<file path="src/rtl/alu_cond_pkg.sv">
package alu_cond_pkg;

    typedef enum logic [3:0] {
        FN_ADD = 4'h0,
        FN_SUB = 4'h1,
        FN_AND = 4'h2,
        FN_XOR = 4'h3
    } alu_fn_e;

    typedef enum logic [3:0] {
        CND_ALWAYS = 4'h0,
        CND_LE     = 4'h1,
        CND_LT     = 4'h2,
        CND_EQ     = 4'h3,
        CND_NE     = 4'h4,
        CND_GE     = 4'h5,
        CND_GT     = 4'h6
    } cond_fn_e;

    typedef struct packed {
        logic zf;
        logic sf;
        logic of;
    } ccode_t;

    localparam ccode_t CC_RESET = '{zf: 1'b1, sf: 1'b0, of: 1'b0};

endpackage

</file>
<file path="src/rtl/alu_core.sv">
module alu_core
    import alu_cond_pkg::*;
#(
    parameter int WIDTH = 32
) (
    input  logic [WIDTH-1:0] a,
    input  logic [WIDTH-1:0] b,
    input  logic [3:0]       fn,
    output logic [WIDTH-1:0] res,
    output ccode_t           cc_next,
    output logic             fn_bad
);
    localparam int MSB = WIDTH - 1;

    logic [WIDTH-1:0] sum;
    logic [WIDTH-1:0] diff;
    logic             ovf;

    assign sum  = b + a;
    assign diff = b - a;

    always_comb begin
        res    = '0;
        ovf    = 1'b0;
        fn_bad = 1'b0;
        unique case (fn)
            FN_ADD: begin
                res = sum;
                ovf = (a[MSB] == b[MSB]) && (sum[MSB] != a[MSB]);
            end
            FN_SUB: begin
                res = diff;
                ovf = (a[MSB] != b[MSB]) && (diff[MSB] != b[MSB]);
            end
            FN_AND: res = a & b;
            FN_XOR: res = a ^ b;
            default: fn_bad = 1'b1;
        endcase
    end

    always_comb begin
        cc_next.zf = (res == '0);
        cc_next.sf = res[MSB];
        cc_next.of = ovf;
    end

endmodule

</file>
<file path="src/rtl/cc_reg.sv">
module cc_reg
    import alu_cond_pkg::*;
(
    input  logic   clk,
    input  logic   rst_n,
    input  logic   load,
    input  ccode_t d,
    output ccode_t q
);
    always_ff @(posedge clk) begin
        if (!rst_n) begin
            q <= CC_RESET;
        end else if (load) begin
            q <= d;
        end
    end

endmodule

</file>
<file path="src/rtl/cond_eval.sv">
module cond_eval
    import alu_cond_pkg::*;
(
    input  ccode_t     cc,
    input  logic [3:0] fn,
    output logic       take,
    output logic       fn_bad
);
    logic lt;

    assign lt = cc.sf ^ cc.of;

    always_comb begin
        take   = 1'b0;
        fn_bad = 1'b0;
        unique case (fn)
            CND_ALWAYS: take = 1'b1;
            CND_LE:     take = lt | cc.zf;
            CND_LT:     take = lt;
            CND_EQ:     take = cc.zf;
            CND_NE:     take = ~cc.zf;
            CND_GE:     take = ~lt;
            CND_GT:     take = ~lt & ~cc.zf;
            default:    fn_bad = 1'b1;
        endcase
    end

endmodule

</file>
<file path="src/rtl/alu_cond_top.sv">
module alu_cond_top
    import alu_cond_pkg::*;
#(
    parameter int WIDTH = 32
) (
    input  logic             clk,
    input  logic             rst_n,
    input  logic [WIDTH-1:0] op_a,
    input  logic [WIDTH-1:0] op_b,
    input  logic [3:0]       alu_fn,
    input  logic             op_valid,
    input  logic [3:0]       cond_fn,
    output logic [WIDTH-1:0] result,
    output logic             flag_zf,
    output logic             flag_sf,
    output logic             flag_of,
    output logic             cond_true,
    output logic             alu_fn_bad,
    output logic             cond_fn_bad
);
    ccode_t cc_next;
    ccode_t cc_q;
    logic   cc_load;

    alu_core #(.WIDTH(WIDTH)) u_core (
        .a       (op_a),
        .b       (op_b),
        .fn      (alu_fn),
        .res     (result),
        .cc_next (cc_next),
        .fn_bad  (alu_fn_bad)
    );

    assign cc_load = op_valid & ~alu_fn_bad;

    cc_reg u_cc (
        .clk   (clk),
        .rst_n (rst_n),
        .load  (cc_load),
        .d     (cc_next),
        .q     (cc_q)
    );

    cond_eval u_cond (
        .cc     (cc_q),
        .fn     (cond_fn),
        .take   (cond_true),
        .fn_bad (cond_fn_bad)
    );

    assign flag_zf = cc_q.zf;
    assign flag_sf = cc_q.sf;
    assign flag_of = cc_q.of;

endmodule

</file>
<file path="config.mk">
export PLATFORM = sky130hd
export DESIGN_NAME = alu_cond_top
export DESIGN_NICKNAME = d
export VERILOG_FILES = /design/src/rtl/alu_cond_pkg.sv /design/src/rtl/alu_core.sv /design/src/rtl/cc_reg.sv /design/src/rtl/cond_eval.sv /design/src/rtl/alu_cond_top.sv
export SDC_FILE = /design/constraint.sdc
export NUM_CORES = 1
export LEC_CHECK = 0
export BUFFER_PORTS_ARGS = -buffer_cell sky130_fd_sc_hd__buf_4
export CAP_MARGIN = 40
export CORE_MARGIN = 3
export CORE_UTILIZATION = 58
export DETAILED_ROUTE_END_ITERATION = 6
export PLACE_DENSITY = 0.9
export SYNTH_ARGS = -nofsm -noshare
export SYNTH_HDL_FRONTEND = slang
export SYNTH_HIERARCHICAL = 1
export SYNTH_SLANG_ARGS = --single-unit
</file>
<file path="constraint.sdc">
create_clock -name clk -period 4.11 [get_ports clk]
set_input_delay 0.6165 -clock clk [delete_from_list [all_inputs] [get_ports clk]]
set_output_delay 0.6165 -clock clk [all_outputs]
set_load 0.01 [all_outputs]
</file>
-- Word-level counts from Yosys, hierarchy flattened
Index checks and enable logic that the tools add are counted.
- flip-flop bits (word level): 3
- input port bits: 75
- word-level logic and storage cells: 38
- $add $sub $neg: 2
- equal/unequal tests: 13
- muxes and demuxes: 5
- bitwise gates (word level): 8
- reductions and logical operators: 7
- operator list (cell ; count):
    $pmux W32 S4 ; 1
    $add A32 B32 Y32 ; 1
    $and A32 B32 Y32 ; 1
    $logic_not A32 Y1 ; 1
    $sub A32 B32 Y32 ; 1
    $xor A32 B32 Y32 ; 1
    $eq A4 B2 Y1 const B ; 4
    $eq A4 B3 Y1 const B ; 3
    $eq A4 B1 Y1 const B ; 2
    $logic_not A4 Y1 ; 2
    $pmux W1 S7 ; 1
    $reduce_or A7 Y1 ; 1
    $reduce_or A4 Y1 ; 1
    $ne A1 B1 Y1 ; 3
    $and A1 B1 Y1 ; 2
    $logic_and A1 B1 Y1 ; 2
    $mux W1 ; 2
    $not A1 Y1 ; 2
    $pmux W1 S2 ; 1
    $eq A1 B1 Y1 ; 1
    $or A1 B1 Y1 ; 1
    $xor A1 B1 Y1 ; 1

-- Logic depth before layout (Yosys ltp)
Gate-level depths: netlist of the first run.
- depth after elaboration: 4
- depth in mapped cells: 16
- gate-level depth less buffers: 16

-- Cells and area by module
Netlist of the first run, hierarchy kept.
- by module, submodules not included (module ; instances ; cells an instance ; area each (um2) ; sequential area each (um2)):
    alu_core ; 1 ; 789 ; 5048.6 ; 0.0
    cc_reg ; 1 ; 9 ; 106.4 ; 60.1
    cond_eval ; 1 ; 11 ; 90.1 ; 0.0
    alu_cond_top ; 1 ; 1 ; 13.8 ; 0.0

-- Least setup slack after synthesis of the first run
OpenSTA, ideal clock, no wires.
- path type: input-to-output
- from: in op_a[2]
- to: out result[31]
- arrival time: 3.219 ns
- data required time: 3.493 ns
- slack: 0.275 ns
- stages: 14
- cells stage by stage: inv_1 -> ha_1 -> buf_2 -> nor2b_1 -> a211oi_1 -> o311a_1 -> o21ai_1 -> a21oi_1 -> o41ai_1 -> o21bai_1 -> a21oi_1 -> mux2i_1 -> o21ai_1 -> buf_4
- RTL lines (what ; line ; text):
    from (decl) ; alu_cond_top.sv:8 ; input logic [WIDTH-1:0] op_a,
    to (decl) ; alu_cond_top.sv:13 ; output logic [WIDTH-1:0] result,

-- Worst setup path after layout of the first run
- from: in op_b[0]
- to: out result[30]
- cells in the longest elaborated chain, start to end: 2
- elaborated cells on any way between the ends: 3
- those cells by class: 2 x add/sub; 1 x mux
- RTL lines (what ; line ; text):
    from (decl) ; alu_cond_top.sv:9 ; input logic [WIDTH-1:0] op_b,
    $sub A32 B32 Y32 / $add A32 B32 Y32 (equally long branches) ; alu_core.sv:20, alu_core.sv:19 ;
    $pmux W32 S4 (*) ; alu_core.sv:26 ; unique case (fn)
Mark *: on every way between the ends. The rest lies on a longest branch, timed or not.

==> summary.txt, run 1 <==
Status
  – Status: finished, violations left
  – Failing checks: design-rule violations

Clocking
  – CTS buffer count: 3
  – Post-CTS Hold Buffers: 0
  – Clk_lat worst skew: 0.21 ns
  – H-tree levels: 1
  – Clock Path Buffers: 2
  – CTS sink cnt: 3
  – Root Driver: clkbuf_8
  – CTS tree: done
  – Clock transition at path regs: 0.03 ns
  – Post-CTS Setup Inserts: 0

Logic synthesis
  – Synth Area in Compound Gates: 0.403
  – EDFF count, synth: 0
  – Primary FF master, synth: dfxtp_1
  – Synth cell types: 87
  – Count leader, synth: nor2_1
  – Post-Syn Nets: 951
  – Mux share of post-synthesis cell area: 0.0255
  – Main combinational cell family by area after synthesis: compound AO/OA/AOI/OAI gates
  – Post-Synth XOR/XNOR Area: 0.0233
  – Sequential-to-total area share from yosys stat: 0.0114
  – Post-synth top area share: 0.152
  – Most frequent cells after synthesis: nor2_1, a21oi_1, inv_1, ha_1, o21ai_0
  – Simple-gate share of the synthesized area: 0.287
  – Area leader, netlist: ha_1
  – Synthesized flop and latch total: 3
  – Gate Count Post-Synth: 810
  – Async SR Flop Fraction: 0
  – Synthesis warning total: 6
  – Adder-cell share of the synthesized area: 0.160
  – Mean post-synth cell area: 6.49 um^2
  – Synth top area cells: ha_1, a21oi_1, nor2_1
  – Synthesized area: 5260 um^2

STA
  – Fin crit period: 4.11 ns
  – Fin. Hold Viols: 0
  – RSZ-0062 raised after global routing: yes
  – Tcrit/Tclk final: 0.999
  – Worst Tran Pin Value: 0.897 ns
  – Setup Viol. Count Final: 0
  – Final hold slack: 0.542 ns
  – Final slew viol count: 0
  – Max frequency: 244 MHz
  – Final setup TNS: 0 ns
  – Final Worst Setup Slack: 0.00353 ns
  – Slew margin rel.: 0.400
  – Final clock skew: 0 ns

Place
  – Setup slack at placement: -0.139 ns
  – Routability cong.: 1.06
  – DP Wirelength: 16,200 um
  – IO Port Bufs: 112

Cells and area
  – Largest register FFs: 3
  – Share of layout cells above drive strength 1: 0.281
  – ANT cells: 0
  – FILL cells: 623
  – Area growth syn-to-layout: 34.4%
  – Utilization after layout: 0.806
  – Largest Register: u_cc/q
  – Final nets: 1,114
  – Biggest regs: u_cc/q x3

Min path
  – Hold EP: u_cc/q[1]
  – Hold depth: 2
  – Hold path start: u_cc/q[1]
  – HP Class: flop to flop

Power and ir drop
  – Max IR drop VDD: 0.000190 V
  – Pleak: 0.00322 uW
  – PD cells: 168 nW/um^2
  – Clock power frac: 0.073
  – Part of the power in registers: 0.026
  – Combinational share of power: 0.900
  – Psw: 634 uW
  – Internal Power: 554 uW
  – Sw frac: 0.534

Setup path
  – CP Class: input port to primary output
  – Worst path top cell family by delay: compound AO/OA/AOI/OAI gates
  – Worst path cell trace: buf_6 > inv_1 > ha_1 > fa_1 > nor2b_2 > o2111ai_4 > nand2_1 > a32o_2 > o31ai_2 > buf_4 > and2_1 > nand2b_1 > nor2b_1 > o21a_1 > o21ai_0 > buf_4
  – Reg-to-reg critical path endpoint: u_cc/q[2]
  – Worst endpoint data arrival time: 3.49 ns
  – Reg-to-reg slack, setup: 3.36 ns
  – Worst-path fanout max: 3
  – CP peak stage delay: 0.43 ns
  – R2R cell count: 2
  – Reg-to-reg startpoint: u_cc/q[2]
  – CP required: 3.49 ns
  – CP Capture Type: primary output
  – Startpoint types: input port
  – Most frequent CP cell: buf_4
  – Slowest cell on crit path: fa_1
  – WP buf/inv: 4

Global route
  – Largest net degree at the start of global routing: 26
  – Initial antenna violation count: 0
  – All-Layer GR Usage: 0.384
  – First-pass GRT wire length: 32,700 um
  – Total grt overflow: 0
  – Vias in the first global route: 7,002

Route
  – DR DRC count: 61
  – Initial detailed-routing violation count: 1,078
  – Post-route ant nets: 0
  – Vias: 7,657
  – Via density: 7.09
  – Drt pass-1 iters: 7
  – WL final: 21,900 um
  – WL per Instance: 20.3 um

Floorplanning
  – Die area: 10,200 um^2
  – Die height: 101 um
  – Starting Density: 0.600
  – Core ar.: 8760 um^2
  – Top-Level Pins: 113
  – Die width: 101 um
  – Standard-cell row count: 34

Run
  – Number of max-cap violations: 0
[final cells by class]
| class | instances | area [um^2] | share of cell area |
|---|---|---|---|
| sequential | 3 | 60.1 | 0.00850 |
| timing repair buffer | 204 | 1560 | 0.221 |
| clock buffer | 4 | 45.0 | 0.00638 |
| inverter | 74 | 278 | 0.0393 |
| tap | 108 | 135 | 0.0191 |
| multi-input combinational | 687 | 4990 | 0.706 |
[stage by stage]
stage / cell area, um^2 / power (uW) / instances
finish: 7070 / 1190 / 1080
CTS: 6820 / 1100 / 1080
global route: 7070 / 1260 / 1080
floorplan: 5260 / 617 / 810
detailed placement: 6760 / 1000 / 1076
global placement: 6760 / 980 / 1076
[power groups by stage]
stage	Sequential, uW	Combinational, uW	Clock, uW
final	31.4	1070	87.0
after detailed placement	31.7	968	0
after global routing	31.4	1140	93.4
after CTS	31.3	975	89.5
after global placement	31.6	948	0
after floorplan	31.9	585	0
[worst reg2reg max path, cell delays in order, from the launching register on]
cell	delay, ns
dfxtp_1	0.34
mux2i_1	0.21
nand2_1	0.09
[cells in the final DEF, fill, tap and decap left out, drive strengths merged, types with 9 or more instances in the layout]
cell type	count
buf	204
nor2	92
a21oi	80
inv	74
ha	64
o21ai	58
nand2	42
nor3	31
nand3	22
nor2b	20
nor4	18
a31oi	14
xnor2	13
nand2b	12
a211oi	12
mux2i	10
o211ai	10
a211o	9
o21bai	9
o31ai	9
[how the worst max path moves through the flow]
stage                     startpoint    endpoint  cells past startpoint
after floorplan              op_a[2]  result[31]                     14
after global placement       op_a[0]   u_cc/q[2]                     18
after detailed placement     op_a[0]   u_cc/q[2]                     17
after CTS                   op_a[10]  result[25]                     13
after global routing        op_a[12]  result[28]                     15
final                        op_b[0]  result[30]                     16
[per-layer routing]
metal	wire, um	track usage	share of wire	up-vias
li1	-	-	-	3382
met1	7810	0.485	0.36	3426
met2	9700	0.621	0.44	655
met3	2870	0.0696	0.13	194
met4	1550	0.198	0.071	0
met5	0	0	0	-
[repair_timing]
| item | 4_1_cts | 5_1_grt |
|---|---|---|
| pin swaps | 0 | 5 |
| hold endpoints to repair | 0 | 0 |
| setup endpoints to repair | 1 | 14 |
| gates resized for setup | 2 | 52 |
[cells by family after synthesis]
kind of cell    after synthesis
compound gates              306
simple gates                289
buf+inv                     120
fa+ha+maj                    66
xor+xnor                     14
mux                          12
flops                         3
Note: power is estimated with default switching activity, not from simulation.
==> run 2, diff against run 1 <==
Settings changed: SETUP_SLACK_MARGIN set to 0.4.
==> summary.txt, run 2 <==
Status
  – Status: stopped before the end
  – Last stage: global routing
  – First error: [ERROR GRT-0232] Routing congestion too high. Check the congestion heatmap in the GUI.

Floorplanning
  – Starting Density: 0.600
  – Die height: 101 um
  – Standard-cell row count: 34
  – Die width: 101 um
  – Top-Level Pins: 113

Logic synthesis
  – Synthesized area: 5260 um^2
  – Synth top area cells: ha_1, a21oi_1, nor2_1
  – Primary FF master, synth: dfxtp_1
  – Synthesis warning total: 6
  – Gate Count Post-Synth: 810
  – Post-Syn Nets: 951
  – Async SR Flop Fraction: 0
  – Post-synth top area share: 0.152
  – Count leader, synth: nor2_1
  – Mean post-synth cell area: 6.49 um^2
  – Synthesized flop and latch total: 3
  – Sequential-to-total area share from yosys stat: 0.0114
  – Area leader, netlist: ha_1
  – EDFF count, synth: 0
  – Synth cell types: 87
  – Most frequent cells after synthesis: nor2_1, a21oi_1, inv_1, ha_1, o21ai_0

STA
  – GR repair worst EP: u_cc/q[2]$_SDFFE_PN1P_/D
  – Worst_ep kind: sequential cell input

Place
  – Inst Count DP: 1,067
  – DP Wirelength: 16,300 um
  – Routability cong.: 1.05
  – Setup slack at placement: -0.164 ns
  – IO Port Bufs: 112

Clocking
  – CTS sink cnt: 3
  – Clock Path Buffers: 2
  – CTS buffer count: 3
  – H-tree levels: 1
  – Root Driver: clkbuf_8

Global route
  – Initial antenna violation count: 3
  – Largest net degree at the start of global routing: 31
  – Total grt overflow: 8
  – All-Layer GR Usage: 0.770
==> run 2: cell counts after synthesis <==
No cell type changed its count.
==> run 2: per-stage QoR <==
step                cell area (um^2)   util
CTS                             7300  0.833
global placement                6690  0.764
floorplan                       5280      -
detailed placement              6690  0.764
==> run 2: metal layers <==
metal | global-route usage | overflow
met5 | 0.462 | 1
met4 | 0.734 | 2
met3 | 0.680 | 1
met2 | 0.882 | 4
met1 | 0.773 | 0
==> run 2: logic make-up after synthesis <==
family,after synthesis,synth area share
AOI/OAI and AO/OA,306,0.403
xor gates and xnor gates,14,0.0233
adders and majority gates,66,0.160
buffers and inverters,120,0.0899
DFF,3,0.0114
muxes,12,0.0255
and+or+nand+nor,289,0.287
==> run 2: repair_timing <==
item / CTS
pin swaps: 28
hold buffers: 0
endpoints found under the setup margin: 18
resized for setup: 92
buffers inserted: 13
==> run 3, diff against run 2 <==
Settings changed: CORE_UTILIZATION 58 to 40, PLACE_DENSITY 0.9 to unset, PLACE_DENSITY_LB_ADDON set to 0.15, SETUP_SLACK_MARGIN 0.4 to unset.
==> summary.txt, run 3 (synthesis gave the netlist of run 1 again) <==
Power and ir drop
  – Max IR drop VDD: 0.000118 V
  – Clock power frac: 0.120
  – Part of the power in registers: 0.025
  – Pleak: 0.00339 uW
  – Psw: 627 uW
  – Total Power: 1270 uW
  – Internal Power: 648 uW
  – Sw frac: 0.492
  – PD cells: 172 nW/um^2
  – Combinational share of power: 0.856

Cells and area
  – Largest Register: u_cc/q
  – Leading cell type in the layout, fill and taps excluded: buf_4
  – Leading cell types in the layout, fill and taps excluded: buf_4, nor2_1, a21oi_1
  – Share of layout cells above drive strength 1: 0.303
  – Biggest regs: u_cc/q x3
  – Largest register FFs: 3
  – FILL cells: 1,311
  – ANT cells: 0
  – Area growth syn-to-layout: 41.3%
  – Utilization after layout: 0.584
  – Final nets: 1,150

Setup path
  – Worst-path fanout max: 5
  – Crit path from: op_b[0]
  – Most frequent CP cell: buf_6
  – Worst path cell trace: buf_6 > ha_4 > inv_2 > fa_2 > o21ba_4 > or4_4 > a311oi_4 > nor3_4 > o21ai_2 > a41oi_2 > a211oi_2 > o22ai_2 > buf_4 > buf_6
  – CP required: 3.49 ns
  – CP Capture Type: primary output
  – Worst endpoint data arrival time: 3.40 ns
  – CP Class: input port to primary output
  – Reg-to-reg startpoint: u_cc/q[2]
  – Startpoint types: input port
  – CP peak stage delay: 0.55 ns
  – Slowest cell on crit path: or4_4

Clocking
  – CTS buffer count: 3
  – Root Driver: clkbuf_16
  – H-tree levels: 1
  – CTS sink cnt: 3
  – Clock Path Buffers: 2
  – CTS tree: done
  – Clk_lat worst skew: 0.22 ns
  – Post-CTS Hold Buffers: 0
  – Clock transition at path regs: 0.03 ns

Global route
  – Largest net degree at the start of global routing: 28
  – Initial antenna violation count: 0
  – Total grt overflow: 0
  – All-Layer GR Usage: 0.276
  – First-pass GRT wire length: 33,500 um
  – Vias in the first global route: 6,693

Floorplanning
  – Core ar.: 12,700 um^2
  – Die width: 121 um
  – Die height: 121 um
  – Top-Level Pins: 113
  – Standard-cell row count: 41
  – Starting Density: 0.413
  – Die area: 14,600 um^2

STA
  – Fin crit period: 4.02 ns
  – Setup Viol. Count Final: 0
  – Fin. Hold Viols: 0
  – Slew margin rel.: 0.588
  – Final slew viol count: 0
  – Tcrit/Tclk final: 0.977
  – Final clock skew: 0 ns
  – Worst Tran Pin Value: 0.617 ns
  – Max frequency: 249 MHz

Route
  – WL per Instance: 18.1 um
  – Metal3 WL: 2040 um
  – Drt pass-1 iters: 5
  – WL final: 21,400 um
  – DR DRC count: 0
  – Max layer used: met4
  – Post-route ant nets: 0
  – Initial detailed-routing violation count: 806
  – Via density: 6.07
  – M1 WL: 9070 um
  – Metal2 WL: 9870 um
  – Vias: 7,166

Status
  – Status: completed

Place
  – Routability cong.: 0.973
  – DP Wirelength: 16,700 um
  – IO Port Bufs: 112

Min path
  – HP Class: flop to flop
  – Hold path start: u_cc/q[1]

Run
  – Number of max-cap violations: 0
-- run 3: power groups by stage --
stage / Clock [uW] / Sequential (uW) / Combinational (uW)
floorplan: 0 / 31.9 / 585
global placement: 0 / 31.8 / 1010
detailed placement: 0 / 31.8 / 1020
CTS: 155 / 31.4 / 1020
global route: 157 / 31.6 / 1180
finish: 152 / 31.5 / 1090
-- run 3: path summary, 6_finish.rpt --
| check | endpoint | slack, ns | cells past startpoint |
|---|---|---|---|
| setup / recovery | result[24] | 0.09 | 14 |
| hold / removal | u_cc/q[1] | 0.56 | 2 |
| setup reg to reg | u_cc/q[2] | 3.45 | 2 |
| hold reg to reg | u_cc/q[1] | 0.56 | 2 |
-- run 3: layer usage --
metal / up-vias / GRT usage
met2: 396 / 0.451
li1: 3446 / -
met3: 42 / 0.0374
met4: 0 / 0.0644
met5: - / 0
met1: 3282 / 0.383
-- run 3: repair_timing --
item	CTS	global route
endpoints found under the setup margin	2	14
gates resized for setup	1	47
buffers inserted	0	1
pin swaps	1	14
-- run 3: area by class of cell --
type / instances / area, um^2 / area share
tap: 172 / 215 / 0.0290
sequential: 3 / 60.1 / 0.00808
clock buffer: 4 / 78.8 / 0.0106
timing repair buffer: 240 / 1810 / 0.244
multi-input combinational: 687 / 4980 / 0.671
inverter: 74 / 278 / 0.0374
-- run 3: worst max-delay path: cells and delay by family --
| family | cells | cell delay [ns] |
|---|---|---|
| compound gates | 6 | 1.20 |
| fa+ha+maj | 2 | 0.52 |
| simple gates | 2 | 0.64 |
| buf+inv | 4 | 0.41 |
-- run 3: metrics by stage --
step | worst slack, ns | cells | hold slack, ns | cell area (um^2) | setup TNS [ns]
after floorplan | 0.275 | 810 | 0.560 | 5260 | 0
after global placement | -0.190 | 1175 | 0.543 | 7090 | -0.268
after detailed placement | -0.153 | 1175 | 0.549 | 7090 | -0.153
after CTS | 0.00360 | 1179 | 0.555 | 7170 | 0
after global routing | -0.0110 | 1180 | 0.573 | 7430 | -0.0181
final | 0.0937 | 1180 | 0.555 | 7430 | 0
